## config.mk

```make
export PLATFORM = sky130hd
export DESIGN_NAME = fxr_rounder
export DESIGN_NICKNAME = d
export VERILOG_FILES = /design/src/rtl/fxr_pkg.sv /design/src/rtl/fxr_prep.sv /design/src/rtl/fxr_lane.sv /design/src/rtl/fxr_out_stage.sv /design/src/rtl/fxr_rounder.sv
export SDC_FILE = /design/constraint.sdc
export NUM_CORES = 1
export LEC_CHECK = 0
export BUFFER_PORTS_ARGS = -buffer_cell sky130_fd_sc_hd__buf_2
export CAP_MARGIN = 20
export CORE_MARGIN = 4
export CORE_UTILIZATION = 37
export CTS_CLUSTER_DIAMETER = 150
export DETAILED_ROUTE_END_ITERATION = 8
export GPL_TIMING_DRIVEN = 0
export PLACE_DENSITY = 0.7
export SYNTH_ARGS = -nofsm -noshare
export SYNTH_HDL_FRONTEND = slang
export SYNTH_SLANG_ARGS = --single-unit
export TNS_END_PERCENT = 5
```

## constraint.sdc

```tcl
create_clock -name clk -period 5 [get_ports clk]
set_input_delay 0.75 -clock clk [delete_from_list [all_inputs] [get_ports clk]]
set_output_delay 0.75 -clock clk [all_outputs]
set_load 0.005 [all_outputs]
```

## src/rtl/fxr_pkg.sv

```systemverilog
package fxr_pkg;

    localparam int EXP_W     = 15;
    localparam int MANT_W    = 64;
    localparam int NUM_LANES = 3;
    localparam int LANE_EXT  = 0;
    localparam int LANE_SGL  = 1;
    localparam int LANE_DBL  = 2;

    typedef enum logic [1:0] {
        PREC_EXT = 2'd0,
        PREC_SGL = 2'd1,
        PREC_DBL = 2'd2,
        PREC_RSV = 2'd3
    } prec_e;

    typedef enum logic [1:0] {
        RND_NEAR_EVEN = 2'd0,
        RND_ZERO      = 2'd1,
        RND_DOWN      = 2'd2,
        RND_UP        = 2'd3
    } rmode_e;

    typedef enum logic [1:0] {
        SGN_KEEP     = 2'd0,
        SGN_CLEAR    = 2'd1,
        SGN_FLIP     = 2'd2,
        SGN_KEEP_ALT = 2'd3
    } sgnop_e;

    typedef struct packed {
        logic              sign;
        logic [EXP_W-1:0]  exp;
        logic [MANT_W-1:0] mant;
    } xfloat_t;

    typedef struct packed {
        xfloat_t val;
        logic    inexact;
    } rres_t;

    // Decide whether the kept field is incremented.
    function automatic logic round_up(rmode_e mode, logic sign, logic lsb,
                                      logic guard, logic sticky);
        logic lost_any;
        lost_any = guard | sticky;
        case (mode)
            RND_NEAR_EVEN: return guard & (sticky | lsb);
            RND_ZERO:      return 1'b0;
            RND_DOWN:      return sign & lost_any;
            default:       return ~sign & lost_any;
        endcase
    endfunction

    function automatic logic apply_sign(sgnop_e op, logic sign);
        case (op)
            SGN_CLEAR: return 1'b0;
            SGN_FLIP:  return ~sign;
            default:   return sign;
        endcase
    endfunction

    function automatic rmode_e effective_mode(rmode_e mode, logic trunc);
        return trunc ? RND_ZERO : mode;
    endfunction

    function automatic int lane_of(prec_e prec);
        case (prec)
            PREC_SGL: return LANE_SGL;
            PREC_DBL: return LANE_DBL;
            default:  return LANE_EXT;
        endcase
    endfunction

endpackage

```

## src/rtl/fxr_prep.sv

```systemverilog
module fxr_prep
    import fxr_pkg::*;
(
    input  xfloat_t operand,
    input  sgnop_e  sign_op,
    input  rmode_e  mode_req,
    input  logic    trunc,
    output xfloat_t adjusted,
    output rmode_e  mode_eff,
    output logic    special
);

    always_comb begin
        adjusted      = operand;
        adjusted.sign = apply_sign(sign_op, operand.sign);
        mode_eff      = effective_mode(mode_req, trunc);
        special       = &operand.exp;
    end

endmodule

```

## src/rtl/fxr_lane.sv

```systemverilog
module fxr_lane
    import fxr_pkg::*;
#(
    parameter int KEEP = 64
) (
    input  logic              sign,
    input  logic [MANT_W-1:0] mant_i,
    input  rmode_e            mode,
    output logic [MANT_W-1:0] mant_o,
    output logic              carry_o,
    output logic              inexact_o
);

    localparam int DROP = MANT_W - KEEP;

    generate
        if (DROP == 0) begin : g_exact
            logic unused_exact;
            assign unused_exact = sign ^ mode[0] ^ mode[1];
            assign mant_o    = mant_i;
            assign carry_o   = 1'b0;
            assign inexact_o = 1'b0;
        end else begin : g_cut
            logic [KEEP-1:0] kept;
            logic [DROP-1:0] lost;
            logic [DROP-1:0] lost_below;
            logic            guard;
            logic            sticky;
            logic            bump;
            logic [KEEP:0]   sum;

            always_comb begin
                kept       = mant_i[MANT_W-1:DROP];
                lost       = mant_i[DROP-1:0];
                lost_below = lost << 1;
                guard      = lost[DROP-1];
                sticky     = |lost_below;
                bump       = round_up(mode, sign, kept[0], guard, sticky);
                sum        = {1'b0, kept} + {{KEEP{1'b0}}, bump};
                carry_o    = sum[KEEP];
                inexact_o  = guard | sticky;
                if (sum[KEEP]) begin
                    mant_o = {1'b1, {(MANT_W-1){1'b0}}};
                end else begin
                    mant_o = {sum[KEEP-1:0], {DROP{1'b0}}};
                end
            end
        end
    endgenerate

endmodule

```

## src/rtl/fxr_out_stage.sv

```systemverilog
module fxr_out_stage
    import fxr_pkg::*;
(
    input  logic  clk,
    input  logic  rst,
    input  logic  take_valid,
    output logic  take_ready,
    input  rres_t take_data,
    output logic  hold_valid,
    input  logic  hold_ready,
    output rres_t hold_data
);

    logic  vld_q;
    rres_t data_q;

    assign take_ready = ~vld_q | hold_ready;
    assign hold_valid = vld_q;
    assign hold_data  = data_q;

    always_ff @(posedge clk) begin
        if (rst) begin
            vld_q <= 1'b0;
        end else if (take_ready) begin
            vld_q <= take_valid;
        end
    end

    always_ff @(posedge clk) begin
        if (rst) begin
            data_q <= '0;
        end else if (take_valid && take_ready) begin
            data_q <= take_data;
        end
    end

endmodule

```

## src/rtl/fxr_rounder.sv

```systemverilog
module fxr_rounder
    import fxr_pkg::*;
#(
    parameter int SGL_BITS = 24,
    parameter int DBL_BITS = 53
) (
    input  logic              clk,
    input  logic              rst,
    input  logic              in_valid,
    output logic              in_ready,
    input  logic              in_sign,
    input  logic [EXP_W-1:0]  in_exp,
    input  logic [MANT_W-1:0] in_mant,
    input  logic [1:0]        in_prec,
    input  logic [1:0]        in_rmode,
    input  logic [1:0]        in_sign_op,
    input  logic              in_trunc,
    output logic              out_valid,
    input  logic              out_ready,
    output logic              out_sign,
    output logic [EXP_W-1:0]  out_exp,
    output logic [MANT_W-1:0] out_mant,
    output logic              out_inexact
);

    localparam int KEEP_TAB [NUM_LANES] = '{MANT_W, SGL_BITS, DBL_BITS};

    xfloat_t           operand;
    xfloat_t           adjusted;
    rmode_e            mode_eff;
    logic              special;
    logic [MANT_W-1:0] lane_mant    [NUM_LANES];
    logic              lane_carry   [NUM_LANES];
    logic              lane_inexact [NUM_LANES];
    rres_t             result;
    rres_t             held;

    assign operand = '{sign: in_sign, exp: in_exp, mant: in_mant};

    fxr_prep u_prep (
        .operand  (operand),
        .sign_op  (sgnop_e'(in_sign_op)),
        .mode_req (rmode_e'(in_rmode)),
        .trunc    (in_trunc),
        .adjusted (adjusted),
        .mode_eff (mode_eff),
        .special  (special)
    );

    generate
        for (genvar g = 0; g < NUM_LANES; g++) begin : g_lane
            fxr_lane #(.KEEP(KEEP_TAB[g])) u_lane (
                .sign      (adjusted.sign),
                .mant_i    (adjusted.mant),
                .mode      (mode_eff),
                .mant_o    (lane_mant[g]),
                .carry_o   (lane_carry[g]),
                .inexact_o (lane_inexact[g])
            );
        end
    endgenerate

    always_comb begin
        int sel;
        sel                 = lane_of(prec_e'(in_prec));
        result.val.sign     = adjusted.sign;
        if (special) begin
            result.val.exp  = adjusted.exp;
            result.val.mant = adjusted.mant;
            result.inexact  = 1'b0;
        end else begin
            result.val.exp  = adjusted.exp + {{(EXP_W-1){1'b0}}, lane_carry[sel]};
            result.val.mant = lane_mant[sel];
            result.inexact  = lane_inexact[sel];
        end
    end

    fxr_out_stage u_out (
        .clk        (clk),
        .rst        (rst),
        .take_valid (in_valid),
        .take_ready (in_ready),
        .take_data  (result),
        .hold_valid (out_valid),
        .hold_ready (out_ready),
        .hold_data  (held)
    );

    assign out_sign    = held.val.sign;
    assign out_exp     = held.val.exp;
    assign out_mant    = held.val.mant;
    assign out_inexact = held.inexact;

endmodule

```

# After elaboration in Yosys (flattened, before gate mapping)
# Index checks and enable logic that the tools add are counted.
[totals]
register_bits = 82
latchBits = 0
ram_bits = 0
rom_bits = 0
inputBits = 91
output_inout_bits = 83
word_cells = 52
n_memories = 0
[classes]
addsub = 3
n_mul = 0
div_mod_pow = 0
order_cmp = 1
n_eq_ne = 6
shifts = 0
mux = 17
n_bitwise = 15
n_reduce_logical = 5
[ops]
columns = ["operator", "n"]
rows = [
  ["$mux 64", 4],
  ["$bmux 64 s2", 1],
  ["$mux 80", 1],
  ["$add 53x1->54", 1],
  ["$reduce_or 39->1", 1],
  ["$ge 32x3->1 const B", 1],
  ["$not 32->32", 1],
  ["$add 24x1->25", 1],
  ["$add 15x1->15", 1],
  ["$reduce_and 15->1", 1],
  ["$reduce_or 10->1", 1],
  ["$and 1x1->1", 6],
  ["$eq 2x1->1 const B", 3],
  ["$eq 2x2->1 const B", 3],
  ["$pmux 1 s3", 2],
  ["$or 1x1->1", 5],
  ["$bmux 1 s2", 2],
  ["$mux 1", 4],
  ["$pmux 2 s2", 1],
  ["$not 1->1", 3],
  ["$logic_not 2->1", 1],
  ["$mux 2", 1],
  ["$pmux 1 s2", 1],
  ["$logic_and 1x1->1", 1],
]

# Longest topological paths before layout
[depth]
depth_word = 11
depth_mapped = 23
ltp_nobuf = 21

# Modules after synthesis
# Synthesis repeated with hierarchy kept, for this count alone.
[unflattened]
hier_cells = 1338
hier_area_um2 = 11040.6
[modules_own_cells]
columns = ["module", "instances", "cells_each", "area_each_um2", "seq_area_each_um2"]
rows = [
  ["fxr_out_stage", 1, 373, 3839.9, 1641.6],
  ["fxr_rounder", 1, 409, 3384.5, 0.0],
  ["fxr_lane (g_lane[2].u_lane)", 1, 237, 1535.2, 0.0],
  ["fxr_lane (g_lane[1].u_lane)", 1, 161, 1108.6, 0.0],
  ["fxr_prep", 1, 91, 673.1, 0.0],
  ["fxr_lane (g_lane[0].u_lane)", 1, 67, 499.2, 0.0],
]

# Worst setup path before layout
# OpenSTA, ideal clock, no wires.
[synth_path]
path_kind = "input to register"
start = "input port in_sign_op[0]"
end = "register u_out.data_q, in the netlist u_out.hold_data[76]"
setup_ns = 0.091
t_arrival_ns = 4.644
t_required_ns = 4.909
slack_ns = 0.265
cell_stages = 20
path_buffers = 2
path_cell_list = "inv_1 -> ha_1 -> nor3b_1 -> a21oi_1 -> xnor2_1 -> nand3b_1 -> o2bb2a_1 -> ha_1 -> nand4_1 -> or4_1 -> buf_2 -> nor4_4 -> nor2_2 -> clkbuf_1 -> nor2_1 -> ha_1 -> nand4_1 -> or3_1 -> or3_1 -> a311oi_1"
[synth_via]
elab_chain_len = 11
word_cells_on_any_way = 17
cone_classes = "3 x add/sub; 2 x eq/ne; 7 x mux; 5 x bitwise"
[synth_lines]
columns = ["item", "line_no", "source"]
rows = [
  ["start, declared", "fxr_rounder.sv:16", "input logic [1:0] in_sign_op,"],
  ["$eq 2x2->1 or $eq 2x1->1 (tied branches)", "fxr_pkg.sv:56", "case (op)"],
  ["$pmux 1 s2 (*)", "fxr_pkg.sv:56", ""],
  ["$not 1->1", "fxr_pkg.sv:51", "default: return ~sign & lost_any;"],
  ["$and 1x1->1", "fxr_pkg.sv:51", ""],
  ["$pmux 1 s3", "fxr_pkg.sv:47", "case (mode)"],
  ["$add 53x1->54 or $add 24x1->25 (tied branches)", "fxr_lane.sv:39", "sum = {1'b0, kept} + {{KEEP{1'b0}}, bump};"],
  ["$bmux 1 s2 (*)", "fxr_rounder.sv:72", "result.val.exp = adjusted.exp + {{(EXP_W-1){1'b0}}, lane_carry[sel]};"],
  ["$mux 1 (implied by the code) (*) (2 in a row)", "fxr_rounder.sv:72", ""],
  ["$add 15x1->15 (*)", "fxr_rounder.sv:72", ""],
  ["$mux 80 (*)", "fxr_rounder.sv:67", "if (special) begin"],
  ["end signal, assigned", "fxr_out_stage.sv:33", "data_q <= take_data;"],
  ["end, declared", "fxr_out_stage.sv:15", "rres_t data_q;"],
]
# Mark *: on every way between the ends. The rest lies on a longest branch, timed or not. The select of a mux whose other input is x is not followed.
# A chain may end at the register's enable or synchronous reset.

# Final worst setup path
[layout_path]
start = "input port in_sign_op[0]"
end = "register u_out.data_q, in the netlist u_out.hold_data[52]"
[layout_via]
elab_chain_len = 11
word_cells_on_any_way = 18
cone_classes = "2 x add/sub; 2 x eq/ne; 9 x mux; 5 x bitwise"
[layout_lines]
columns = ["item", "line_no", "source"]
rows = [
  ["$eq 2x2->1 or $eq 2x1->1 (tied branches)", "fxr_pkg.sv:56", ""],
  ["$pmux 1 s2 (*)", "fxr_pkg.sv:56", ""],
  ["$not 1->1", "fxr_pkg.sv:51", ""],
  ["$and 1x1->1", "fxr_pkg.sv:51", ""],
  ["$pmux 1 s3", "fxr_pkg.sv:47", ""],
  ["$add 53x1->54 or $add 24x1->25 (tied branches)", "fxr_lane.sv:39", ""],
  ["$mux 64", "fxr_lane.sv:42", "if (sum[KEEP]) begin"],
  ["$bmux 64 s2 (*)", "fxr_rounder.sv:73", "result.val.mant = lane_mant[sel];"],
  ["$mux 64 (implied by the code) (*) (2 in a row)", "fxr_rounder.sv:73", ""],
  ["$mux 80 (*)", "fxr_rounder.sv:67", ""],
]
# Marked as above.

==> summary.md <==
| Metric | Value |
|---|---|
| Total track usage | `0.284` |
| Synth top area share | `0.278` |
| Final HPWL DP | `between 15 and 20 mm` |
| CP Launch Point | `in_sign_op[0]` |
| Die width | `about 130 um` |
| Slew Limit Fails | `0` |
| Maxcap violations | `0` |
| Worst Setup End Kind | `register` |
| Most numerous cell in the Yosys netlist | `nor2_1` |
| Critical-path maximum fanout | `7` |
| Global route overflow | `0` |
| Deepest clock path buffer count | `2` |
| PnR worst setup slack | `approximately 0.16 ns` |
| Max frequency | `between 200 and 250 MHz` |
| Worst path bufs/invs | `3` |
| Max Clock Skew | `just over 0.009 ns` |
| Max IR drop VDD | `between 150 and 200 uV` |
| Syn_area_per_cell | `7.16 sq um` |
| Mapped Nets | `around 920` |
| Largest cells by area after synthesis | `dfxtp_1, nor2_1, a211oi_1` |
| Synth warnings | `0` |
| Clk sinks | `just over 80` |
| Drt initial violations | `864` |
| EDFF count, synth | `0` |
| Util after Layout | `0.475` |
| Wirelength per Cell | `between 20 and 25 um` |
| Reg clk slew, reported paths | `roughly 0.070 ns` |
| Full die area | `about 18000 sq um` |
| Crit path top cell by count | `ha_1` |
| Post-synth cell types | `71` |
| Slowest cell on the critical path | `o21ai_0` |
| WS Path Type | `in2reg` |
| Std-Cell Rows | `45` |
| Layout cells sized above 1 | `0.214` |
| Pin count of the biggest net entering global routing | `20` |
| PwrDens | `roughly 250 nW/um^2` |
| Buffers on Ports | `~150` |
| Antenna violations before repair | `0` |
| Family with the most delay on the worst path | `compound AO/OA/AOI/OAI gates` |
| Critical Path RT | `around 5.2 ns` |
| Dpl cell area | `6940 sq um` |
| Seq/Total Area, Yosys | `0.278` |
| CP max stage delay | `slightly above 0.8 ns` |
| Final Wtd Congestion | `0.988` |
| Yosys reg bits | `slightly above 80` |
| Drt drc | `0` |
| Design Area, Final | `7330 sq um` |
| Place WS | `-0.813 ns` |
| Final Hold Violating Endpoints | `0` |
| IO Pins | `between 150 and 200` |
| Post-route minimum period | `a little under 5 ns` |
| Vias in the first global route | `6869` |
| Final Net Count | `1091` |
| Total CTS buffers | `9` |
| Status | `completed` |
| Vias per cell | `6.24` |
| Initial core utilization | `0.383` |
| Fillers | `approximately 1700` |
| Worst-Margin Slew | `~1.0 ns` |
| Cts hold-fix bufs | `0` |
| Gate Count Post-Synth | `around 830` |
| Setup crit end | `u_out.hold_data[52]` |
| Synth top cells by count | `nor2_1, dfxtp_1, nand2_1` |
| Post-Route WL | `roughly 27 mm` |
| Post-synth ARST share | `0` |
| Post-Syn Area | `approximately 5900 sq um` |
| WHS Path Cells | `2` |
| Worst flop-to-flop path endpoint | `u_out.hold_data[16]` |
| Via Count | `approximately 7500` |
| Drt pass-1 iters | `5` |
| Root Driver | `clkbuf_16` |
| Final Cycle Share | `0.968` |
| Worst r2r src | `u_out.hold_valid` |
| Final setup fails | `0` |
| Rel. slew slack | `0.303` |
| Cell taking the most area after synthesis | `dfxtp_1` |
| Worst path depth | `17` |
| Antenna Nets Post-Route | `0` |
| Worst reg-to-reg setup slack | `between 2 and 3 ns` |
| Syn-to-layout area delta | `24.0%` |
| Reg2reg path depth | `6` |
| Skew-Pair Late Insertion Delay | `approximately 0.36 ns` |
| Crit path arrival time | `5.05 ns` |
| Core area | `around 15000 sq um` |
| Cells along the critical path | `buf_2 > inv_1 > ha_1 > nor3b_1 > a21oi_1 > xnor2_1 > nand3b_1 > o2bb2a_1 > ha_1 > ha_1 > nand3b_1 > buf_4 > or4_1 > o21ai_0 > nor2_1 > a221oi_1 > a211oi_1` |
| Hold WC Path Type | `reg2reg` |
| CP Launch Type | `input pin` |
| Die H | `~130 um` |
| Top FF cell, synth | `dfxtp_1` |
| H-tree Lvls | `3` |
| Antenna cells | `0` |
| LEAKAGE | `approximately 2.8 nW` |
| CTS tree | `done` |
| First-pass GRT wire length | `~40 mm` |
-- layout by cell type (no fill, tap or decap), types with 3 or more instances in the layout --
cell	instances
nand3_1	41
o21a_1	7
o211ai_1	7
inv_1	15
buf_4	5
nand4_1	35
ha_1	6
xnor2_1	14
a221oi_1	9
a21oi_1	47
nor3_1	49
nand2_1	59
xor2_1	7
a311oi_1	10
a22oi_1	3
o31ai_1	6
a31oi_1	18
a211oi_1	44
or4_1	10
nand3b_1	4
nor2_1	105
buf_1	3
o31a_1	4
nor2b_1	3
clkbuf_1	51
and4_1	4
o22ai_1	4
a21o_1	4
buf_2	167
o21ai_0	38
or3_1	10
nor4_1	36
and3_1	8
dfxtp_1	82
nor4_2	4
nand2b_1	5
or2_2	3
nor3b_1	3
clkbuf_16	9
-- through the flow --
step / total power [mW] / TNS, ns / instances / hold WS [ns]
final: 1.84 / 0 / 1209 / 0.454
after global routing: 1.91 / -0.0546 / 1209 / 0.473
after CTS: 1.83 / 0 / 1205 / 0.457
after detailed placement: 1.15 / -7.99 / 1190 / 0.447
after global placement: 1.15 / -7.08 / 1190 / 0.440
after floorplan: 0.954 / 0 / 825 / 0.448
-- flip-flops by register name, indices dropped and copies added (netlist names) --
name,flops
u_out.hold_data,81
u_out.hold_valid,1
-- worst min path at each step --
| stage | start | endpoint | slack (ns) |
|---|---|---|---|
| floorplan | u_out.hold_data[10] | u_out.hold_data[10] | 0.45 |
| global placement | u_out.hold_data[3] | u_out.hold_data[3] | 0.44 |
| detailed placement | u_out.hold_data[3] | u_out.hold_data[3] | 0.45 |
| CTS | u_out.hold_data[3] | u_out.hold_data[3] | 0.46 |
| global route | u_out.hold_data[10] | u_out.hold_data[10] | 0.47 |
| finish | u_out.hold_data[8] | u_out.hold_data[8] | 0.45 |
-- cell families (layout without fill, tap and decap cells) --
logic type | Yosys count | in the layout | synth area share
mux | 2 | 2 | 0.00339
compound gates | 228 | 228 | 0.261
buf+inv | 86 | 259 | 0.0586
flops | 82 | 82 | 0.278
simple gates | 399 | 399 | 0.353
fa+ha+maj | 7 | 7 | 0.0148
xor+xnor | 21 | 21 | 0.0311
-- timing repair --
| item | in CTS | in global routing |
|---|---|---|
| setup buffers | 0 | 2 |
| setup endpoints to repair | 12 | 12 |
| resized for setup | 4 | 11 |
| pin swaps | 0 | 4 |
-- worst reg2reg max path, stage by stage (launching register included) --
cell and delay [ns]:
dfxtp_1 0.32, nand2b_1 0.09, nand2_1 0.29, clkbuf_1 0.59, clkbuf_1 0.59, a21oi_1 0.09
a211oi_1 0.24
-- final cells by class --
cell class / count / area, sq um / share of cell area
inverters: 15 / 56.3 / 0.00768
well taps: 211 / 264 / 0.0360
clock buffers: 9 / 225 / 0.0307
plain buffers: 70 / 290 / 0.0396
clock inverters: 7 / 71.3 / 0.00973
multi-input cells: 657 / 3980 / 0.543
flip-flops and latches: 82 / 1640 / 0.224
repair buffers: 158 / 798 / 0.109
-- where the power goes --
part / leakage [nW] / internal [mW] / switching [mW]
clock network: 0.139 / 0.352 / 0.338
logic: 1.95 / 0.149 / 0.268
registers: 0.678 / 0.702 / 0.0257
-- layer usage --
metal | vias up | share of wire | track usage
met3 | 72 | 0.099 | 0.0518
met1 | 3508 | 0.42 | 0.397
li1 | 3486 | - | -
met4 | 0 | 0.033 | 0.0871
met5 | - | 0 | 0
met2 | 477 | 0.45 | 0.446
(Power assumes the default switching activity.)
